**src/rtl/fracdiv_pkg.sv**
```systemverilog
package fracdiv_pkg;

  // action applied to the output flop on a rising edge
  typedef enum logic [1:0] {
    WV_HOLD  = 2'd0,
    WV_FLIP  = 2'd1,
    WV_CLEAR = 2'd2
  } wave_op_e;

  // a pair is producible when the target is nonzero and twice it fits in the rate
  function automatic logic rate_ok(input logic [63:0] ticks, input logic [63:0] freq);
    logic [64:0] dbl;
    dbl = {freq, 1'b0};
    return (freq != 64'd0) && (dbl <= {1'b0, ticks});
  endfunction

  // width of the accumulator sum, large enough for (ticks-1) + 2*freq
  function automatic int sum_width(input int tw, input int fw);
    return ((tw > fw + 1) ? tw : fw + 1) + 1;
  endfunction

endpackage

```
**src/rtl/fracdiv_stage.sv**
```systemverilog
module fracdiv_stage #(
  parameter int TW = 32,
  parameter int FW = 24
) (
  input  logic          clk,
  input  logic          rst_n,
  input  logic          ld_stb,
  input  logic [TW-1:0] ld_ticks,
  input  logic [FW-1:0] ld_freq,
  input  logic          take,
  output logic          pend,
  output logic [TW-1:0] pend_ticks,
  output logic [FW-1:0] pend_freq
);

  // staging register: a newer strobe always overwrites an older staged pair
  always_ff @(posedge clk or negedge rst_n) begin
    if (!rst_n) begin
      pend       <= 1'b0;
      pend_ticks <= '0;
      pend_freq  <= '0;
    end else if (ld_stb) begin
      pend       <= 1'b1;
      pend_ticks <= ld_ticks;
      pend_freq  <= ld_freq;
    end else if (take) begin
      pend       <= 1'b0;
    end
  end

endmodule

```
**src/rtl/fracdiv_active.sv**
```systemverilog
module fracdiv_active #(
  parameter int          TW        = 32,
  parameter int          FW        = 24,
  parameter int unsigned DEF_TICKS = 100_000_000,
  parameter int unsigned DEF_FREQ  = 1000
) (
  input  logic          clk,
  input  logic          rst_n,
  input  logic          take,
  input  logic [TW-1:0] pend_ticks,
  input  logic [FW-1:0] pend_freq,
  output logic [TW-1:0] act_ticks,
  output logic [FW-1:0] act_freq,
  output logic          act_ok,
  output logic          pend_ok
);
  import fracdiv_pkg::*;

  localparam logic [TW-1:0] DT     = TW'(DEF_TICKS);
  localparam logic [FW-1:0] DF     = FW'(DEF_FREQ);
  localparam logic          DEF_OK = rate_ok(64'(DT), 64'(DF));

  assign pend_ok = rate_ok(64'(pend_ticks), 64'(pend_freq));

  always_ff @(posedge clk or negedge rst_n) begin
    if (!rst_n) begin
      act_ticks <= DT;
      act_freq  <= DF;
      act_ok    <= DEF_OK;
    end else if (take) begin
      act_ticks <= pend_ticks;
      act_freq  <= pend_freq;
      act_ok    <= pend_ok;
    end
  end

endmodule

```
**src/rtl/fracdiv_accum.sv**
```systemverilog
module fracdiv_accum #(
  parameter int TW = 32,
  parameter int FW = 24
) (
  input  logic          clk,
  input  logic          rst_n,
  input  logic [TW-1:0] act_ticks,
  input  logic [FW-1:0] act_freq,
  input  logic          act_ok,
  input  logic          restart,
  output logic [TW-1:0] acc,
  output logic          wrap
);
  import fracdiv_pkg::*;

  localparam int SW = sum_width(TW, FW);

  logic [SW-1:0] step_sum;
  logic [SW-1:0] rate_w;
  logic [SW-1:0] left_w;
  logic [TW-1:0] acc_d;

  // only addition, subtraction and comparison; no division
  assign step_sum = SW'(acc) + SW'({act_freq, 1'b0});
  assign rate_w   = SW'(act_ticks);
  assign wrap     = act_ok && (step_sum >= rate_w);
  assign left_w   = step_sum - rate_w;

  always_comb begin
    if (!act_ok || restart) acc_d = '0;
    else if (wrap)          acc_d = left_w[TW-1:0];
    else                    acc_d = step_sum[TW-1:0];
  end

  always_ff @(posedge clk or negedge rst_n) begin
    if (!rst_n) acc <= '0;
    else        acc <= acc_d;
  end

endmodule

```
**src/rtl/fracdiv_wave.sv**
```systemverilog
module fracdiv_wave (
  input  logic                 clk,
  input  logic                 rst_n,
  input  fracdiv_pkg::wave_op_e op,
  output logic                 q
);
  import fracdiv_pkg::*;

  always_ff @(posedge clk or negedge rst_n) begin
    if (!rst_n) q <= 1'b0;
    else begin
      unique case (op)
        WV_FLIP:  q <= ~q;
        WV_CLEAR: q <= 1'b0;
        default:  q <= q;
      endcase
    end
  end

endmodule

```
**src/rtl/fracdiv_top.sv**
```systemverilog
module fracdiv_top #(
  parameter int          TW        = 32,
  parameter int          FW        = 24,
  parameter int unsigned DEF_TICKS = 100_000_000,
  parameter int unsigned DEF_FREQ  = 1000
) (
  input  logic          clk,
  input  logic          rst_n,
  input  logic          ld_stb,
  input  logic [TW-1:0] ld_ticks,
  input  logic [FW-1:0] ld_freq,
  output logic          sq_out,
  output logic          cfg_err
);
  import fracdiv_pkg::*;

  // named internal events, visible to the bound checker
  logic          pend;
  logic [TW-1:0] pend_ticks;
  logic [FW-1:0] pend_freq;
  logic [TW-1:0] act_ticks;
  logic [FW-1:0] act_freq;
  logic          act_ok;
  logic          pend_ok;
  logic [TW-1:0] acc_q;
  logic          wrap_evt;
  logic          cfg_take;
  wave_op_e      wv_op;

  // staged pair moves in at a flip, or at once when nothing is being produced
  assign cfg_take = pend && (wrap_evt || !act_ok);

  always_comb begin
    if (cfg_take && !pend_ok) wv_op = WV_CLEAR;
    else if (!act_ok)         wv_op = WV_CLEAR;
    else if (wrap_evt)        wv_op = WV_FLIP;
    else                      wv_op = WV_HOLD;
  end

  assign cfg_err = ~act_ok;

  fracdiv_stage #(.TW(TW), .FW(FW)) u_stage (
    .clk        (clk),
    .rst_n      (rst_n),
    .ld_stb     (ld_stb),
    .ld_ticks   (ld_ticks),
    .ld_freq    (ld_freq),
    .take       (cfg_take),
    .pend       (pend),
    .pend_ticks (pend_ticks),
    .pend_freq  (pend_freq)
  );

  fracdiv_active #(
    .TW(TW), .FW(FW), .DEF_TICKS(DEF_TICKS), .DEF_FREQ(DEF_FREQ)
  ) u_active (
    .clk        (clk),
    .rst_n      (rst_n),
    .take       (cfg_take),
    .pend_ticks (pend_ticks),
    .pend_freq  (pend_freq),
    .act_ticks  (act_ticks),
    .act_freq   (act_freq),
    .act_ok     (act_ok),
    .pend_ok    (pend_ok)
  );

  fracdiv_accum #(.TW(TW), .FW(FW)) u_accum (
    .clk       (clk),
    .rst_n     (rst_n),
    .act_ticks (act_ticks),
    .act_freq  (act_freq),
    .act_ok    (act_ok),
    .restart   (cfg_take),
    .acc       (acc_q),
    .wrap      (wrap_evt)
  );

  fracdiv_wave u_wave (
    .clk   (clk),
    .rst_n (rst_n),
    .op    (wv_op),
    .q     (sq_out)
  );

endmodule

```
**config.mk**
```make
export PLATFORM = sky130hd
export DESIGN_NAME = fracdiv_top
export DESIGN_NICKNAME = d
export VERILOG_FILES = /design/src/rtl/fracdiv_pkg.sv /design/src/rtl/fracdiv_stage.sv /design/src/rtl/fracdiv_active.sv /design/src/rtl/fracdiv_accum.sv /design/src/rtl/fracdiv_wave.sv /design/src/rtl/fracdiv_top.sv
export SDC_FILE = /design/constraint.sdc
export NUM_CORES = 1
export LEC_CHECK = 0
export BUFFER_PORTS_ARGS = -buffer_cell sky130_fd_sc_hd__buf_2
export CAP_MARGIN = 15
export CORE_MARGIN = 1.5
export CORE_UTILIZATION = 45
export DETAILED_ROUTE_END_ITERATION = 16
export PLACE_DENSITY = 0.73
export SETUP_SLACK_MARGIN = 0.4
export SYNTH_ARGS = -nofsm -noshare
export SYNTH_HDL_FRONTEND = slang
export SYNTH_SLANG_ARGS = --single-unit
```
**constraint.sdc**
```tcl
create_clock -name clk -period 4.6 [get_ports clk]
set_input_delay 0.23 -clock clk [delete_from_list [all_inputs] [get_ports clk]]
set_output_delay 0.23 -clock clk [all_outputs]
set_load 0.01 [all_outputs]
```
==> results by group, run 1 <==
Setup path
  – Dominant cell type by count on the critical path: ha_1
  – Cells along the critical path: ha_1, a211oi_2, o21ai_1, a31oi_1, buf_4, o21bai_1, a21oi_1, xnor2_1, ha_1, and4_1, nand4_1, or4_4, a21oi_2, nor3_4, o311ai_4, buf_6, o21ai_4, o21ai_1, ha_1, a21o_1
  – Top cell family by delay on the critical path: compound AO/OA/AOI/OAI gates
  – Reg-to-reg critical path endpoint: u_wave.q$_DFFE_PN0P_
  – Launching point of the worst reg2reg path: u_active.act_freq[1]$_DFFE_PN0P_
  – Largest fanout on the critical path: 3
  – Critical Path Max Stage Delay: 0.59 ns
  – Worst setup EP type: flop
  – Length in cells of the worst reg-to-reg path: 20
  – Buffering stage count on the worst path with inverters included: 2
  – Type of the setup path with the least slack: reg2reg
  – Element type at the critical path start: flop
  – Max stage delay cell, worst path: or4_4
  – Critical path data required time: 4.93 ns
  – CP arrival: 5.19 ns
  – Reg-to-reg setup timing slack: -0.27 ns

Final layout
  – Design area: 0.0123 mm2
  – Antenna cell count: 0
  – Area occupied by multi-input gates: 0.00578 mm2
  – Area grow syn2layout: 32.9%
  – Count of filler cells inserted in the layout: 1527
  – Layout cells sized above 1: 36.0%
  – Final net count: 1266
  – Sequential cell area: 0.00370 mm2

Clock network
  – Clock transition time at the flip-flop clock pins of the worst setup and hold paths: 0.07 ns
  – Root buffer cell: clkbuf_16
  – Latest clock arrival within the worst-skew pair: 0.44 ns
  – TritonCTS clock tree: yes
  – Clock sink total: 147
  – Clock Path Buffers: 2
  – TritonCTS buffer count: 17
  – Number of levels in the clock H-tree: 4

Floorplanning
  – Die area: 0.0214 mm2
  – CORE AREA: 0.0202 mm2
  – Starting density of the core: 45.8%
  – Die width: 146 um
  – # rows: 52
  – Ports: 61
  – Die Y: 146 um

STA
  – Relative slew slack: 33.8%
  – Portion of the clock cycle consumed by the worst path in the final layout: 106%
  – Measured slew at the worst slew-check pin: 0.993 ns
  – Final-layout setup total negative slack: -16.10 ns
  – Worst-case setup margin in the final layout: -0.265 ns
  – Setup violators final: 91
  – Final critical path time including I/O delays and setup: 4.87 ns
  – Number of max-slew violations in the final report: 0
  – Number of hold violations in the final report: 0
  – Worst setup skew after layout: 0.0146 ns
  – Fmax: 206 MHz
  – Minimum hold slack: 0.00628 ns
  – RSZ-0062 raised after global routing: yes

Routing
  – Remaining routing DRC violations: 0
  – Initial DRT Pass Iterations: 5
  – Number of violations reported at the end of detailed-routing iteration 0: 815
  – Via total after detailed routing: 8127
  – Average via count per standard cell: 5.78
  – Remaining antenna violation count after routing: 0
  – Post-detailed-route wirelength per cell: 19.6 um
  – Post-Route WL: 27.6 mm

Yosys
  – Post-synthesis share of cell area spent on xor and xnor gates: 5.22%
  – Cell count after synthesis: 958
  – Post-Synthesis Net Count: 1100
  – Post-synthesis cell area: 0.00924 mm2
  – Yosys top cell area share: 34.7%
  – Compound-gate portion of the synthesized area: 17.7%
  – Sequential-to-total area share from yosys stat: 40.1%
  – Dominant cell by count in the synthesized netlist: dfrtp_1
  – Number of flip-flops and latches in the synthesized netlist: 147
  – Simple-gate share of the synthesized area: 12.0%
  – Primary flip-flop cell chosen by synthesis mapping: dfrtp_1
  – Async SR Flop Fraction: 100%
  – Unique masters post-synth: 64
  – Count of flip-flops with a built-in enable after synthesis: 0
  – Cells taking the most area after synthesis: dfrtp_1, ha_1, mux2_2
  – Commonest cells in the synthesized netlist: dfrtp_1, nand2_1, o21ai_0
  – Count of warnings emitted by yosys: 0
  – Adder and majority gate portion of the synthesized area: 11.4%
  – Main combinational cell family by area after synthesis: compound AO/OA/AOI/OAI gates
  – Mean Syn Cell Area: 9.64 um2
  – Cell taking the most area after synthesis: dfrtp_1
  – Portion of netlist area occupied by mux cells: 8.68%

Worst hold path
  – Hold endpoint: u_stage.pend_ticks[3]$_DFFE_PN0P_
  – Worst Min Path Start: ld_ticks[3]
  – Number of cells on the worst hold path: 3
  – Hold Path Class: in2reg

Place
  – GP Congestion: 0.939
  – DP HPWL: 17.6 mm
  – Worst-case setup slack after placement: -0.221 ns
  – Count of buffers inserted at the top-level ports: 60
  – Placed Area: 0.0105 mm2

Outcome
  – Violated checks: setup timing
  – Status: complete, but fails checks

Global route
  – Global-route wire length before repair: 41.2 mm
  – Total track usage: 24.4%
  – Maximum number of pins on one net before global-route repair: 110
  – Global-route congestion overflow total: 0
  – Number of antenna violations at the first check in global routing: 0
  – Via count of the first global-routing pass: 7906

Job
  – Max-cap check violation count: 0
cell usage in the layout, fill, tap and decap left out, types with 8 or more instances in the layout:
| cell type | n |
|---|---|
| nand2_1 | 59 |
| mux2_2 | 32 |
| nand2_2 | 15 |
| nand3_1 | 14 |
| a21oi_2 | 8 |
| nand2b_1 | 11 |
| mux2_4 | 25 |
| xor2_1 | 14 |
| nand4_1 | 18 |
| o21ai_2 | 19 |
| inv_1 | 70 |
| dfrtp_1 | 128 |
| nand2_4 | 15 |
| o21a_1 | 9 |
| buf_12 | 9 |
| buf_2 | 59 |
| nor2_1 | 49 |
| buf_6 | 19 |
| o21ai_1 | 20 |
| a21oi_1 | 49 |
| and3_1 | 9 |
| dfstp_2 | 19 |
| buf_4 | 82 |
| clkbuf_16 | 23 |
| a21o_1 | 32 |
| xnor2_1 | 37 |
| ha_1 | 75 |
| mux2i_1 | 13 |
| o21ai_0 | 49 |
| a211oi_1 | 9 |
layout make-up:
type                       instances  area share, %
tap                              270           2.75
multi-input combinational        705           47.1
inverter                          71           2.17
timing repair buffer             182           13.0
clock inverter                    13           1.22
sequential                       147           30.2
clock buffer                      19           3.61
per-layer routing:
metal	track usage [%]	wire length, um
met1	33.6	11900
met4	9.24	1130
met3	3.13	1470
met2	39.6	13100
met5	0	0
cell families after synthesis:
group,Yosys count
AO/OA/AOI/OAI,257
AND/OR/NAND/NOR,237
buffers and inverters,106
adder cells (fa/ha/maj),83
XOR/XNOR,55
multiplexers,73
flip-flops,147
registers in the layout (all words and copies together) (netlist names):
name / flops
u_stage.pend_ticks: 32
u_stage.pend: 1
u_accum.acc: 32
u_active.act_ticks: 32
u_wave.q: 1
u_active.act_ok: 1
u_stage.pend_freq: 24
u_active.act_freq: 24
through the flow:
| step | cells | utilization, % |
|---|---|---|
| 5_1_grt | 1407 | 60.9 |
| 3_5_place_dp | 1336 | 52.3 |
| 3_3_place_gp | 1336 | 52.3 |
| 6_report | 1407 | 60.9 |
| 4_1_cts | 1390 | 58.0 |
| 2_1_floorplan | 958 | - |
tightest hold or removal path: cells and delay by family:
kind	cells	cell delay, ns
compound gates	1	0.05
buf+inv	1	0.08
simple gates	1	0.04
worst max path at each step:
stage                                      from                                end  slack, ns  cells after the start
6_report       u_active.act_freq[1]$_DFFE_PN0P_               u_wave.q$_DFFE_PN0P_      -0.27                     20
5_1_grt        u_active.act_freq[1]$_DFFE_PN0P_               u_wave.q$_DFFE_PN0P_      -0.45                     20
4_1_cts        u_active.act_freq[8]$_DFFE_PN1P_  u_active.act_freq[23]$_DFFE_PN0P_      -0.06                     20
3_5_place_dp   u_active.act_freq[8]$_DFFE_PN1P_               u_wave.q$_DFFE_PN0P_      -0.22                     23
3_3_place_gp   u_active.act_freq[8]$_DFFE_PN1P_               u_wave.q$_DFFE_PN0P_       -0.1                     21
2_1_floorplan  u_active.act_freq[8]$_DFFE_PN1P_               u_wave.q$_DFFE_PN0P_      -0.12                     22
timing repair:
action,4_1_cts,5_1_grt
cloned,4,8
gates resized for setup,109,82
setup endpoints to repair,91,91
hold buffers,1,0
setup buffers,17,9
pin swaps,31,34
hold endpoints to repair,57,0
Power of run 1 is left out: the tool's default activity adds up to more than one toggle a clock period on the data nets, which glitch-free logic cannot reach.
==> inputs of run 2 (changes only) <==
--- a/config.mk
+++ b/config.mk
@@ -7,10 +7,12 @@
 export LEC_CHECK = 0
 export BUFFER_PORTS_ARGS = -buffer_cell sky130_fd_sc_hd__buf_2
 export CAP_MARGIN = 15
+export CELL_PAD_IN_SITES_DETAIL_PLACEMENT = 0
+export CELL_PAD_IN_SITES_GLOBAL_PLACEMENT = 1
 export CORE_MARGIN = 1.5
-export CORE_UTILIZATION = 45
+export CORE_UTILIZATION = 44
 export DETAILED_ROUTE_END_ITERATION = 16
-export PLACE_DENSITY = 0.73
+export PLACE_DENSITY = 0.86
 export SETUP_SLACK_MARGIN = 0.4
 export SYNTH_ARGS = -nofsm -noshare
 export SYNTH_HDL_FRONTEND = slang
==> run 2 against run 1 <==
Against the previous run:
- register-to-register slack improved by 0.03 ns
- largest cell class unchanged
- non-clock buffer count fell by 2
- utilization down 2.3 points
- clock skew fell by 0.0042 ns
- count of clock-buffer cells in the layout grew 1
- wire length is 9.3% lower
- the run still ends with setup timing left
- sequential share of layout area up 0.76 points
- cell count hardly changed
- critical path depth rose by 1
- first-iteration DRC count is 44% lower
- highest routed layer unchanged
- flip-flop and latch count unchanged
==> results by group, run 2 (synthesis results as in run 1) <==
STA
  – Measured slew at the worst slew-check pin: 0.894 ns
  – Number of max-slew violations in the final report: 0
  – Worst-case setup margin in the final layout: -0.235 ns
  – Portion of the clock cycle consumed by the worst path in the final layout: 105%
  – Final critical path time including I/O delays and setup: 4.84 ns
  – Worst setup skew after layout: 0.0104 ns
  – Fmax: 207 MHz
  – Number of hold violations in the final report: 0
  – Setup violators final: 91
  – RSZ-0062 raised after global routing: yes
  – Relative slew slack: 40.4%

Setup path
  – Largest fanout on the critical path: 4
  – Length in cells of the worst reg-to-reg path: 21
  – Critical path data required time: 4.92 ns
  – Element type at the critical path start: flop
  – Worst setup EP type: flop
  – CP arrival: 5.15 ns
  – Type of the setup path with the least slack: reg2reg

Floorplanning
  – Die area: 0.0219 mm2
  – # rows: 52
  – CORE AREA: 0.0204 mm2
  – Starting density of the core: 45.2%
  – Die Y: 148 um
  – Die width: 148 um
  – Ports: 61

Routing
  – Initial DRT Pass Iterations: 6
  – Remaining antenna violation count after routing: 0
  – Via total after detailed routing: 7755
  – Post-Route WL: 25.0 mm
  – Number of violations reported at the end of detailed-routing iteration 0: 459
  – Post-detailed-route wirelength per cell: 17.8 um
  – Remaining routing DRC violations: 0
  – Average via count per standard cell: 5.52

Final layout
  – Layout cells sized above 1: 32.2%
  – Most frequent cells in the layout: dfrtp_1, buf_4, ha_1, nand2_1, inv_1
  – Commonest non-fill, non-tap cell in the layout: dfrtp_1
  – Leading registers by flop count: u_accum.acc: 32 flops, u_active.act_ticks: 32 flops, u_stage.pend_ticks: 32 flops
  – Final net count: 1264
  – Area grow syn2layout: 29.6%
  – Share of the core filled with cells: 58.6%

Clock network
  – Latest clock arrival within the worst-skew pair: 0.43 ns
  – TritonCTS clock tree: yes
  – Clock transition time at the flip-flop clock pins of the worst setup and hold paths: 0.06 ns
  – Clock Path Buffers: 2
  – TritonCTS buffer count: 17
  – Root buffer cell: clkbuf_16
  – Number of levels in the clock H-tree: 4
  – Clock sink total: 147

Global route
  – Global-route wire length before repair: 39.0 mm
  – Number of antenna violations at the first check in global routing: 1
  – Total track usage: 22.9%
  – Global-route congestion overflow total: 0
  – Maximum number of pins on one net before global-route repair: 98
  – Via count of the first global-routing pass: 7686

Job
  – Max-cap check violation count: 0

Place
  – GP Congestion: 0.895
  – Worst-case setup slack after placement: -0.229 ns
  – DP HPWL: 17.7 mm
  – Count of buffers inserted at the top-level ports: 60

Outcome
  – Violated checks: setup timing
  – Status: complete, but fails checks

Worst hold path
  – Hold Path Class: in2reg
  – Number of cells on the worst hold path: 3
-- run 2: layout make-up --
cell class,count,area [um2]
diodes,1,2.50
repair buffers,180,1480
clock inverters,12,146
clock buffers,20,457
fillers,1675,8460
flip-flops and latches,147,3700
inverters,71,267
well taps,270,338
multi-input cells,705,5580
-- run 2: critical path, stage by stage, from the launching register on --
cell and delay, ns:
dfstp_2 0.56, ha_1 0.17, nand4_1 0.20, nor2_2 0.22, nand3_1 0.15, a41o_4 0.32, buf_6 0.12, o31ai_4 0.19
a31o_2 0.25, nand3_2 0.11, xnor2_2 0.16, ha_1 0.33, nand4_1 0.18, or4_1 0.52, a21oi_2 0.19, nor3_4 0.07
o311ai_4 0.11, and2_4 0.24, o21ai_1 0.07, ha_1 0.33, nor3_2 0.06, a21o_1 0.17
-- run 2: timing repair --
item | in CTS | in global routing
gates resized for setup | 58 | 69
cloned | 3 | 2
pin swaps | 25 | 8
endpoints found under the hold margin | 88 | 0
endpoints found under the setup margin | 91 | 91
hold buffers | 4 | 0
buffers inserted | 24 | 4
-- run 2: final timing paths --
check	start	end	slack, ns
setup / recovery	u_active.act_freq[6]$_DFFE_PN1P_	u_wave.q$_DFFE_PN0P_	-0.24
hold / removal	ld_ticks[12]	u_stage.pend_ticks[12]$_DFFE_PN0P_	0.003
max in group asynchronous	rst_n	u_accum.acc[19]$_DFF_PN0_	2.85
setup reg to reg	u_active.act_freq[6]$_DFFE_PN1P_	u_wave.q$_DFFE_PN0P_	-0.24
min in group asynchronous	rst_n	u_stage.pend_freq[4]$_DFFE_PN0P_	0.40
hold reg to reg	u_stage.pend_ticks[24]$_DFFE_PN0P_	u_active.act_ticks[24]$_DFFE_PN1P_	0.49
-- run 2: per-stage QoR --
| step | hold slack [ns] | instance area [um2] | TNS, ns | std cells |
|---|---|---|---|---|
| after floorplan | -0.0656 | 9480 | -0.125 | 958 |
| after global placement | 0.374 | 10500 | -1.88 | 1336 |
| after detailed placement | 0.371 | 10500 | -11.35 | 1336 |
| after CTS | 0.00638 | 11700 | -2.84 | 1399 |
| after global routing | 0.0141 | 12000 | -28.72 | 1405 |
| final | 0.00318 | 12000 | -12.76 | 1406 |
-- run 2: layer usage --
metal	track usage [%]	routed length [um]	up-vias	part of all wire (%)
li1	-	-	3755	-
met1	30.6	11400	3743	46
met2	37.7	12000	216	48
met3	3.77	1090	41	4.4
met4	7.87	530	0	2.1
met5	0	0	-	0
Power of run 2 is left out for the same reason.
==> inputs of run 3 (changes only) <==
--- a/config.mk
+++ b/config.mk
@@ -7,12 +7,12 @@
 export LEC_CHECK = 0
 export BUFFER_PORTS_ARGS = -buffer_cell sky130_fd_sc_hd__buf_2
 export CAP_MARGIN = 15
-export CELL_PAD_IN_SITES_DETAIL_PLACEMENT = 0
-export CELL_PAD_IN_SITES_GLOBAL_PLACEMENT = 1
+export CELL_PAD_IN_SITES_DETAIL_PLACEMENT = 2
+export CELL_PAD_IN_SITES_GLOBAL_PLACEMENT = 2
 export CORE_MARGIN = 1.5
-export CORE_UTILIZATION = 44
+export CORE_UTILIZATION = 36
 export DETAILED_ROUTE_END_ITERATION = 16
-export PLACE_DENSITY = 0.86
+export PLACE_DENSITY = 0.85
 export SETUP_SLACK_MARGIN = 0.4
 export SYNTH_ARGS = -nofsm -noshare
 export SYNTH_HDL_FRONTEND = slang
==> run 3 against run 2 <==
Against the previous run:
- the flow finishes with violations (hold timing, setup timing)
- clock skew up 0.016 ns
- worst setup slack got worse by 1.4 ns
- utilization shrank 4.1 points
- die area increased by 22%
- first-iteration DRC count rose to 2.8 times the previous value
- worst hold slack lost 0.022 ns
- flip-flop and latch count stayed put
- global-route usage increased by 24 points
- final area is 15% higher
- critical endpoint is now u_accum.acc[11]$_DFF_PN0_
==> results by group, run 3 (synthesis results as in run 1) <==
STA
  – RSZ-0062 raised after global routing: yes
  – Fmax: 160 MHz
  – Portion of the clock cycle consumed by the worst path in the final layout: 136%
  – Relative slew slack: 26.6%
  – Measured slew at the worst slew-check pin: 1.10 ns
  – Worst-case setup margin in the final layout: -1.64 ns
  – Number of max-slew violations in the final report: 0
  – Number of hold violations in the final report: 8
  – Final critical path time including I/O delays and setup: 6.24 ns
  – Setup violators final: 91
  – Worst setup skew after layout: 0.0261 ns
  – Minimum hold slack: -0.0189 ns

Setup path
  – Worst setup EP type: flop
  – Reg-to-reg setup timing slack: -1.64 ns
  – Critical path data required time: 4.96 ns
  – Type of the setup path with the least slack: reg2reg
  – Launching point of the worst reg2reg path: u_active.act_freq[11]$_DFFE_PN0P_
  – Reg-to-reg critical path endpoint: u_accum.acc[11]$_DFF_PN0_
  – Startpoint of the most critical setup path: u_active.act_freq[11]$_DFFE_PN0P_
  – CP arrival: 6.60 ns
  – Length in cells of the worst reg-to-reg path: 26
  – Largest fanout on the critical path: 7
  – Critical Path Max Stage Delay: 0.49 ns
  – Element type at the critical path start: flop
  – Max stage delay cell, worst path: xnor2_1
  – Termination of the worst setup path: u_accum.acc[11]$_DFF_PN0_
  – Dominant cell type by count on the critical path: buf_4

Routing
  – Post-Route WL: 68.9 mm
  – Initial DRT Pass Iterations: 5
  – Number of violations reported at the end of detailed-routing iteration 0: 1268
  – Via total after detailed routing: 10922
  – Average via count per standard cell: 7.08
  – Remaining antenna violation count after routing: 0
  – Post-detailed-route wirelength per cell: 44.7 um
  – Remaining routing DRC violations: 0

Floorplanning
  – Die area: 0.0266 mm2
  – Die width: 163 um
  – Die Y: 163 um
  – CORE AREA: 0.0252 mm2
  – Starting density of the core: 36.7%
  – # rows: 58
  – Ports: 61

Global route
  – Met2 routing resource usage after global routing: 71.5%
  – M3 GR Usage: 14.8%
  – Global-route congestion overflow total: 0
  – Total track usage: 46.4%
  – Number of antenna violations at the first check in global routing: 2
  – Via count of the first global-routing pass: 11304
  – Maximum number of pins on one net before global-route repair: 107
  – Busiest grt layer: met2
  – GR Util met1: 54.1%
  – Global-route wire length before repair: 85.6 mm

Clock network
  – Root buffer cell: clkbuf_16
  – Latest clock arrival within the worst-skew pair: 0.50 ns
  – TritonCTS buffer count: 17
  – Number of levels in the clock H-tree: 4
  – Clock Path Buffers: 2
  – TritonCTS clock tree: yes
  – Clock transition time at the flip-flop clock pins of the worst setup and hold paths: 0.09 ns
  – Clock sink total: 147

Final layout
  – Final net count: 1341
  – Commonest non-fill, non-tap cell in the layout: buf_4
  – Layout cells sized above 1: 45.7%
  – Most frequent cells in the layout: buf_4, dfrtp_1, inv_1, ha_1, buf_2
  – Antenna cell count: 0
  – Leading registers by flop count: u_accum.acc: 32 flops, u_active.act_ticks: 32 flops, u_stage.pend_ticks: 32 flops
  – Area grow syn2layout: 48.6%

Outcome
  – Violated checks: hold timing, setup timing
  – Status: complete, but fails checks

Job
  – Max-cap check violation count: 0

Place
  – DP HPWL: 29.4 mm
  – Count of buffers inserted at the top-level ports: 60
  – GP Congestion: 0.848

Worst hold path
  – Hold Path Class: in2reg
==> run 3: changes by cell type in the layout (fill, tap and decap cells not counted), sizes merged <==
cell / change
inv: +5
clkinv: -4
diode: -1
clkinvlp: +1
clkbuf: +1
buf: +68
dlygate4sd3: +6
==> run 3: final cells by class <==
cell class / instances / area [um2]
Fill cell: 2417 / 11500
Timing Repair Buffer: 257 / 2230
Inverter: 71 / 267
Clock buffer: 18 / 429
Sequential cell: 147 / 3700
Multi-Input combinational cell: 705 / 6520
Clock inverter: 14 / 169
Tap cell: 330 / 413
==> run 3: stage by stage <==
| stage | cell area (um2) | worst slack, ns | util [%] | setup TNS (ns) | std cells |
|---|---|---|---|---|---|
| after floorplan | 9480 | -0.125 | - | -0.125 | 958 |
| final | 13700 | -1.64 | 54.5 | -138.76 | 1542 |
| after global routing | 13700 | -1.48 | 54.5 | -126.01 | 1542 |
| after global placement | 10900 | -0.190 | 43.3 | -8.50 | 1432 |
| after detailed placement | 10900 | -0.644 | 43.3 | -45.32 | 1432 |
| after CTS | 12800 | -0.446 | 50.7 | -33.80 | 1513 |
==> run 3: worst max-delay path, delay by kind of cell (launching register included) <==
family,cells,cell delay (ns)
AND/OR/NAND/NOR,4,0.66
flip-flops,1,0.46
AO/OA/AOI/OAI,9,1.85
XOR/XNOR,1,0.49
adder cells (fa/ha/maj),2,0.83
buffers and inverters,9,1.47
multiplexers,1,0.30
==> run 3: repair_timing <==
item / 4_1_cts / 5_1_grt
hold endpoints to repair: 91 / 5
resized for setup: 213 / 125
pin swaps: 56 / 35
cloned: 6 / 5
endpoints found under the setup margin: 91 / 91
setup buffers: 38 / 19
hold buffers: 5 / 5
==> run 3: how the worst min path moves through the flow <==
stage                                         end  slack [ns]  cells past startpoint    startpoint
3_5_place_dp   u_stage.pend_ticks[20]$_DFFE_PN0P_        0.45                      3  ld_ticks[20]
3_3_place_gp     u_stage.pend_freq[6]$_DFFE_PN0P_        0.44                      1         rst_n
2_1_floorplan          u_accum.acc[0]$_DFFE_PN0P_       -0.07                      0         rst_n
6_report         u_stage.pend_freq[7]$_DFFE_PN0P_       -0.02                      2    ld_freq[7]
4_1_cts        u_stage.pend_ticks[31]$_DFFE_PN0P_      0.0005                      2  ld_ticks[31]
5_1_grt          u_stage.pend_freq[4]$_DFFE_PN0P_       -0.01                      2    ld_freq[4]
==> run 3: layer usage <==
metal | vias up | part of all wire (%)
li1 | 3878 | -
met1 | 5481 | 35
met2 | 1080 | 43
met3 | 477 | 12
met4 | 6 | 8.8
met5 | - | 0.16
Power of run 3 is left out for the same reason.
